==> config.mk <==
export PLATFORM = sky130hd
export DESIGN_NAME = lpfc_ctrl
export DESIGN_NICKNAME = d
export VERILOG_FILES = /design/src/rtl/lpfc_pkg.sv /design/src/rtl/lpfc_sync.sv /design/src/rtl/lpfc_mode_decode.sv /design/src/rtl/lpfc_stby_seq.sv /design/src/rtl/lpfc_ctrl.sv
export SDC_FILE = /design/constraint.sdc
export NUM_CORES = 1
export LEC_CHECK = 0
export ABC_CLOCK_PERIOD_IN_PS = 3900
export BUFFER_PORTS_ARGS = -buffer_cell sky130_fd_sc_hd__buf_2
export CAP_MARGIN = 10
export CORE_MARGIN = 1.5
export CORE_UTILIZATION = 56
export CTS_CLUSTER_DIAMETER = 30
export DETAILED_ROUTE_END_ITERATION = 10
export PLACE_DENSITY = 0.85
export RECOVER_POWER = 50
export SYNTH_ARGS = -nofsm -noshare
export SYNTH_HDL_FRONTEND = slang
export SYNTH_SLANG_ARGS = --single-unit
==> constraint.sdc <==
create_clock -name clk_osc -period 3.9 [get_ports clk_osc]
set_input_delay 0.195 -clock clk_osc [delete_from_list [all_inputs] [get_ports clk_osc]]
set_output_delay 0.195 -clock clk_osc [all_outputs]
set_load 0.005 [all_outputs]
==> src/rtl/lpfc_pkg.sv <==
package lpfc_pkg;
  // power-mode codes
  localparam logic [3:0] PM_ACT0   = 4'd0;
  localparam logic [3:0] PM_ACT1   = 4'd1;
  localparam logic [3:0] PM_ACTLF  = 4'd2;
  localparam logic [3:0] PM_DOZE0  = 4'd3;
  localparam logic [3:0] PM_DOZE1  = 4'd4;
  localparam logic [3:0] PM_DOZELF = 4'd5;
  localparam logic [3:0] PM_HALTF  = 4'd6;
  localparam logic [3:0] PM_HALTG  = 4'd7;
  localparam logic [3:0] PM_HALTD  = 4'd8;
  localparam logic [3:0] PM_STBYO  = 4'd9;
  localparam logic [3:0] PM_STBYG  = 4'd10;

  localparam logic [1:0] SEL_LF  = 2'd0;
  localparam logic [1:0] SEL_OSC = 2'd1;
  localparam logic [1:0] SEL_OFF = 2'd2;

  localparam logic [1:0] FQ_4M  = 2'd0;
  localparam logic [1:0] FQ_32M = 2'd3;

  typedef enum logic [2:0] {
    CLS_FULL,
    CLS_LFRUN,
    CLS_GEAR,
    CLS_DEEP,
    CLS_GATED
  } mcls_e;

  typedef enum logic [1:0] {
    SQ_IDLE,
    SQ_WIN,
    SQ_HOLD,
    SQ_TAIL
  } sq_e;
endpackage

==> src/rtl/lpfc_sync.sv <==
module lpfc_sync #(
  parameter int W      = 2,
  parameter int STAGES = 2
) (
  input  logic         clk,
  input  logic         rst_n,
  input  logic [W-1:0] d,
  output logic [W-1:0] q
);
  logic [W-1:0] stg [STAGES];

  always_ff @(posedge clk or negedge rst_n) begin
    if (!rst_n) begin
      for (int i = 0; i < STAGES; i++) stg[i] <= '0;
    end else begin
      stg[0] <= d;
      for (int i = 1; i < STAGES; i++) stg[i] <= stg[i-1];
    end
  end

  assign q = stg[STAGES-1];
endmodule

==> src/rtl/lpfc_mode_decode.sv <==
module lpfc_mode_decode
  import lpfc_pkg::*;
(
  input  logic [3:0] pm,
  output mcls_e      cls
);
  always_comb begin
    case (pm)
      PM_ACTLF, PM_DOZELF: cls = CLS_LFRUN;
      PM_HALTG:            cls = CLS_GEAR;
      PM_HALTD, PM_STBYO:  cls = CLS_DEEP;
      PM_STBYG:            cls = CLS_GATED;
      default:             cls = CLS_FULL;
    endcase
  end
endmodule

==> src/rtl/lpfc_stby_seq.sv <==
module lpfc_stby_seq
  import lpfc_pkg::*;
#(
  parameter int WIN_CYC  = 32,
  parameter int TAIL_CYC = 32,
  parameter int TOW      = 8
) (
  input  logic           clk,
  input  logic           rst_n,
  input  logic           gated_en,
  input  logic           wake_s,
  input  logic           req_s,
  output logic           busy_o,
  output logic           resume_o,
  output logic [TOW-1:0] tcnt_o
);
  localparam int MAXC = (WIN_CYC > TAIL_CYC) ? WIN_CYC : TAIL_CYC;
  localparam int CW   = (MAXC > 2) ? $clog2(MAXC) : 1;
  localparam logic [CW-1:0] WIN_LOAD  = CW'(WIN_CYC - 1);
  localparam logic [CW-1:0] TAIL_LOAD = CW'(TAIL_CYC - 1);

  sq_e            st;
  logic [CW-1:0]  cnt;
  logic           wk_d;
  logic           wake_rise;

  assign wake_rise = wake_s & ~wk_d;

  always_ff @(posedge clk or negedge rst_n) begin
    if (!rst_n) begin
      st       <= SQ_IDLE;
      cnt      <= '0;
      wk_d     <= 1'b0;
      resume_o <= 1'b0;
      tcnt_o   <= '0;
    end else begin
      wk_d     <= wake_s;
      resume_o <= 1'b0;
      if (!gated_en) begin
        st  <= SQ_IDLE;
        cnt <= '0;
      end else begin
        case (st)
          SQ_IDLE: if (wake_rise) begin
            st  <= SQ_WIN;
            cnt <= WIN_LOAD;
          end
          SQ_WIN: begin
            if (req_s) st <= SQ_HOLD;
            else if (cnt == '0) begin
              st       <= SQ_IDLE;
              resume_o <= 1'b1;
              tcnt_o   <= tcnt_o + 1'b1;
            end else cnt <= cnt - 1'b1;
          end
          SQ_HOLD: if (!req_s) begin
            st  <= SQ_TAIL;
            cnt <= TAIL_LOAD;
          end
          SQ_TAIL: begin
            if (req_s) st <= SQ_HOLD;
            else if (cnt == '0) begin
              st       <= SQ_IDLE;
              resume_o <= 1'b1;
            end else cnt <= cnt - 1'b1;
          end
          default: st <= SQ_IDLE;
        endcase
      end
    end
  end

  assign busy_o = (st != SQ_IDLE);

  // an empty window ends in idle with a resume pulse and one more timeout
  p_window_expire_r6: assert property (@(posedge clk) disable iff (!rst_n)
    (gated_en && st == SQ_WIN && !req_s && cnt == '0) |=>
      (st == SQ_IDLE && resume_o && tcnt_o == TOW'($past(tcnt_o) + 1'b1)));

  // release of a held request starts the tail
  p_hold_to_tail_r7: assert property (@(posedge clk) disable iff (!rst_n)
    (gated_en && st == SQ_HOLD && !req_s) |=> (st == SQ_TAIL && cnt == TAIL_LOAD));

  // a request during the tail cancels it
  p_tail_cancel_r8: assert property (@(posedge clk) disable iff (!rst_n)
    (gated_en && st == SQ_TAIL && req_s) |=> (st == SQ_HOLD && !resume_o));

  // a wake edge in idle opens the window
  p_wake_opens_r5: assert property (@(posedge clk) disable iff (!rst_n)
    (gated_en && st == SQ_IDLE && wake_rise) |=> (st == SQ_WIN && cnt == WIN_LOAD));
endmodule

==> src/rtl/lpfc_ctrl.sv <==
module lpfc_ctrl
  import lpfc_pkg::*;
#(
  parameter int WIN_CYC  = 32,
  parameter int TAIL_CYC = 32,
  parameter int SYNC_STG = 2,
  parameter int TOW      = 8
) (
  input  logic           clk_osc,
  input  logic           rst_n,
  input  logic [3:0]     pmode,
  input  logic           fclk_req,
  input  logic           tmr_wake,
  input  logic           ovr_run,
  input  logic           ovr_stop,
  input  logic [1:0]     base_freq,
  output logic           osc_en,
  output logic [1:0]     osc_freq,
  output logic [1:0]     clk_sel,
  output logic           lp_suspend,
  output logic           lp_resume,
  output logic [TOW-1:0] wake_timeouts
);
  mcls_e       cls;
  logic [1:0]  sync_q;
  logic        honour;
  logic        req_raw_h;
  logic        req_s_h;
  logic        wake_s;
  logic        seq_busy;

  assign honour    = ~ovr_run & ~ovr_stop;
  assign req_raw_h = fclk_req & honour;

  lpfc_sync #(.W(2), .STAGES(SYNC_STG)) u_sync (
    .clk   (clk_osc),
    .rst_n (rst_n),
    .d     ({tmr_wake, fclk_req}),
    .q     (sync_q)
  );

  assign req_s_h = sync_q[0] & honour;
  assign wake_s  = sync_q[1];

  lpfc_mode_decode u_dec (
    .pm  (pmode),
    .cls (cls)
  );

  lpfc_stby_seq #(.WIN_CYC(WIN_CYC), .TAIL_CYC(TAIL_CYC), .TOW(TOW)) u_seq (
    .clk      (clk_osc),
    .rst_n    (rst_n),
    .gated_en (cls == CLS_GATED),
    .wake_s   (wake_s),
    .req_s    (req_s_h),
    .busy_o   (seq_busy),
    .resume_o (lp_resume),
    .tcnt_o   (wake_timeouts)
  );

  always_comb begin
    osc_en     = 1'b0;
    osc_freq   = FQ_32M;
    clk_sel    = SEL_LF;
    lp_suspend = 1'b0;
    case (cls)
      CLS_FULL: begin
        osc_en   = 1'b1;
        osc_freq = base_freq;
        clk_sel  = SEL_OSC;
      end
      CLS_LFRUN: begin
        osc_en  = req_raw_h | req_s_h;
        clk_sel = req_s_h ? SEL_OSC : SEL_LF;
      end
      CLS_GEAR: begin
        osc_en   = 1'b1;
        osc_freq = req_s_h ? base_freq : FQ_4M;
        clk_sel  = SEL_OSC;
      end
      CLS_DEEP: begin
        osc_en     = req_raw_h | req_s_h;
        clk_sel    = req_s_h ? SEL_OSC : SEL_LF;
        lp_suspend = req_s_h;
      end
      CLS_GATED: begin
        osc_en     = seq_busy | tmr_wake | req_raw_h;
        clk_sel    = seq_busy ? SEL_OSC : SEL_OFF;
        lp_suspend = seq_busy;
      end
      default: ;
    endcase
  end

  // the oscillator is never selected while it is disabled
  p_sel_needs_osc_r2: assert property (@(posedge clk_osc) disable iff (!rst_n)
    (clk_sel == SEL_OSC) |-> osc_en);

  // no glitch on the select while the sequencer stays active
  p_sel_steady_r8: assert property (@(posedge clk_osc) disable iff (!rst_n)
    (seq_busy && $past(seq_busy) && $stable(pmode)) |-> (clk_sel == SEL_OSC && $stable(clk_sel)));

  // with an override set, deep modes never suspend
  p_override_r9: assert property (@(posedge clk_osc) disable iff (!rst_n)
    (!honour && cls == CLS_DEEP) |-> !lp_suspend);
endmodule

==> flow_summary.toml <==
[status]
status = "complete, no violations"

[clock_network]
cts.reportedPaths.clkPinSlew_ns = 0.12
clock_tree.root_cell = "sky130_fd_sc_hd__clkbuf_4"
postCtsSetupRepairBufs = 0
htree_levels = 1
cts_inserted_buffers = 3
clock-sinks = 21
clk_path_buf_depth = 2
clkLatencyLatePin_ns = 0.31
tritoncts = "done"

[min_path]
worst_hold_path_type = "flip-flop to flip-flop"
min_path_cells = 0

[final_layout]
synthToLayoutAreaGrowth_pct = 16.5
drive_above_1_share = 0.243
stdcell_count = 171
layout.cells.most_common_list = "23 x sky130_fd_sc_hd__buf_2, 21 x sky130_fd_sc_hd__dfrtp_1, 10 x sky130_fd_sc_hd__nor2_1, 8 x sky130_fd_sc_hd__nand2_1, 7 x sky130_fd_sc_hd__a21oi_1"
antenna_cells_inserted = 0
design.final.nets = 160
most_common_cell_after_layout_fill_and_taps_aside = "sky130_fd_sc_hd__buf_2"

[routing]
vias_per_cell = 5.82
drt_iter0_markers = 23
drtAntennaViolNets = 0
via_count = 996
detailed_routing_iterations_pass_1 = 4
drt-total-wl_um = 2390
drc = 0
routed_wire_length_per_instance_um = 14.0

[timing]
worst-slew-pin-transition_ns = 1.08
setup_total_negative_slack_ns = 0
timing.clock.skew_ns = 0.00674
setup-violations-final = 0
clock.fmax_mhz = 475
period_share = 0.540
maxSlewViolCount = 0
rsz0062_at_grt = "no"
report.final.hold_viol_count = 0
finalCriticalPeriod_ns = 2.11
relSlewSlack = 0.281

[synth]
yosys_warnings = 0
summed_instance_area_of_the_synthesized_netlist_sq_um = 1160
synth_nets = 131
synthesis.area_per_instance_sq_um = 10.0
synth.largest_area_cell = "sky130_fd_sc_hd__dfrtp_1"
synth_area_leaders = "sky130_fd_sc_hd__dfrtp_1 45%, sky130_fd_sc_hd__xnor2_1 4.5%, sky130_fd_sc_hd__ha_1 3.2%"
postSynth.asyncResetShare = 1.00
netlist_instances = 116
ys_seq_area_frac = 0.453
synth_flop_cell = "sky130_fd_sc_hd__dfrtp_1"
synth-seq-cells = 21
netlist.area_leader.share = 0.453
number_of_enable_type_register_cells_in_the_synthesized_netlist = 0
synth.lib_cells_used.distinct = 40

[power_and_ir_drop]
intPower_uw = 280
ir_worst_vdd_mv = 0.197
power.sequential.fraction = 0.597
clock_power_share = 0.281
power.combinational.fraction = 0.123
powerDensity_nw_per_um2 = 278
power.static_leakage_uw = 0.000642
switching_share = 0.254
power.switching_uw = 95.5

[floorplan]
die-width_um = 48.5
start_util = 0.591
core.rowCount = 16
fp.dieH_um = 48.5
fp.coreArea_sq_um = 1960
floorplan.die_area_sq_um = 2350
io_pins = 27

[critical_path]
critical_path.startpoint_type = "flip-flop"
maximum_fanout_along_the_worst_path = 15
reg2regPathDepth = 6
worst_ep_arrival_time_ns = 1.91
setup.worst_path.class = "flip-flop to output port"
cp-end-kind = "output port"
critical_path_required_time_ns = 3.70

[place]
placed_cells = 164
place_congestion = 0.770
portBuffers = 26
place_hpwl_um = 1730

[grt]
grt_pass1_wl_um = 4020
antenna_found_initial = 0
groute.usage.overall = 0.219
grt_pass1_vias = 891
grt-ovfl-total = 0
grt_start_max_net_pins = 22

[job]
max_cap_viol_count = 0
power by group through the flow:
stage	Clock, uW	Sequential (uW)	Combinational, uW
floorplan	0	227	24.7
global placement	0	228	42.3
detailed placement	0	228	43.8
CTS	108	224	46.5
global route	121	225	51.4
finish	105	224	46.1
metal layers:
layer,GRT usage,part of all wire,up-vias,wire (um)
met5,0,0,-,0
met4,0.0714,0.010,0,25
met3,0.0278,0.050,3,120
met2,0.394,0.51,47,1210
met1,0.273,0.43,469,1030
li1,-,-,477,-
repair_timing:
item | in CTS | in global routing
hold buffers | 3 | 0
gates resized for setup | 0 | 0
hold endpoints to repair | 23 | 0
state kept, by name, summed over array words and instances, names as in the netlist:
| register | cells |
|---|---|
| u_seq.tcnt_o | 8 |
| u_seq.cnt | 5 |
| u_seq.st | 2 |
| u_sync.q | 2 |
| u_sync.stg | 2 |
| u_seq.resume_o | 1 |
| u_seq.wk_d | 1 |
synthesized netlist by cell type, types with 3 or more instances:
| master | count |
|---|---|
| sky130_fd_sc_hd__dfrtp_1 | 21 |
| sky130_fd_sc_hd__nor3_1 | 4 |
| sky130_fd_sc_hd__nor3b_1 | 3 |
| sky130_fd_sc_hd__ha_1 | 3 |
| sky130_fd_sc_hd__nand3_1 | 3 |
| sky130_fd_sc_hd__xnor2_1 | 6 |
| sky130_fd_sc_hd__nand2_1 | 8 |
| sky130_fd_sc_hd__a21oi_1 | 7 |
| sky130_fd_sc_hd__o21ai_0 | 5 |
| sky130_fd_sc_hd__nand4_1 | 5 |
| sky130_fd_sc_hd__xor2_1 | 3 |
| sky130_fd_sc_hd__clkbuf_1 | 4 |
| sky130_fd_sc_hd__nor2_1 | 10 |
| sky130_fd_sc_hd__inv_1 | 5 |
critical path: stages (launching register included):
cell and delay (ns):
sky130_fd_sc_hd__dfrtp_1 0.36, sky130_fd_sc_hd__or3b_2 0.61, sky130_fd_sc_hd__o21ai_0 0.21, sky130_fd_sc_hd__nor3_1 0.07, sky130_fd_sc_hd__a311oi_1 0.19, sky130_fd_sc_hd__buf_2 0.15
stage by stage:
stage | power, uW | cell area (sq um) | hold slack, ns | setup slack [ns] | utilization
after floorplan | 252 | 1160 | -0.101 | 2.14 | -
after global placement | 270 | 1300 | 0.164 | 2.03 | 0.661
after detailed placement | 272 | 1300 | 0.171 | 1.90 | 0.661
after CTS | 378 | 1360 | 0.354 | 1.78 | 0.691
after global routing | 397 | 1350 | 0.378 | 1.67 | 0.689
final | 376 | 1350 | 0.361 | 1.79 | 0.689
final cells by class:
class | count | area, sq um
Inverter | 5 | 18.8
Clock buffer | 3 | 22.5
Sequential cell | 21 | 526
Clock inverter | 1 | 5.00
Timing Repair Buffer | 29 | 156
Tap cell | 27 | 33.8
Fill cell | 179 | 611
Multi-Input combinational cell | 85 | 589
final timing paths:
path	startpoint	end	slack, ns
max	u_sync.q[0]	clk_sel[0]	1.79
min	u_sync.stg[3]	u_sync.q[1]	0.36
max reg2reg	u_seq.cnt[0]	u_seq.tcnt_o[1]	1.86
min reg2reg	u_sync.stg[3]	u_sync.q[1]	0.36
max in group asynchronous	rst_n	u_seq.st[0]	2.67
min in group asynchronous	rst_n	u_seq.resume_o	0.58
logic make-up after synthesis:
family	count (synthesis)	share of synthesized area
adders and majority gates	3	0.0324
DFF	21	0.453
muxes	1	0.00971
AOI/OAI and AO/OA	25	0.141
buffers and inverters	10	0.0388
xor gates and xnor gates	9	0.0680
and+or+nand+nor	47	0.257
Power figures use the tool's default switching activity.
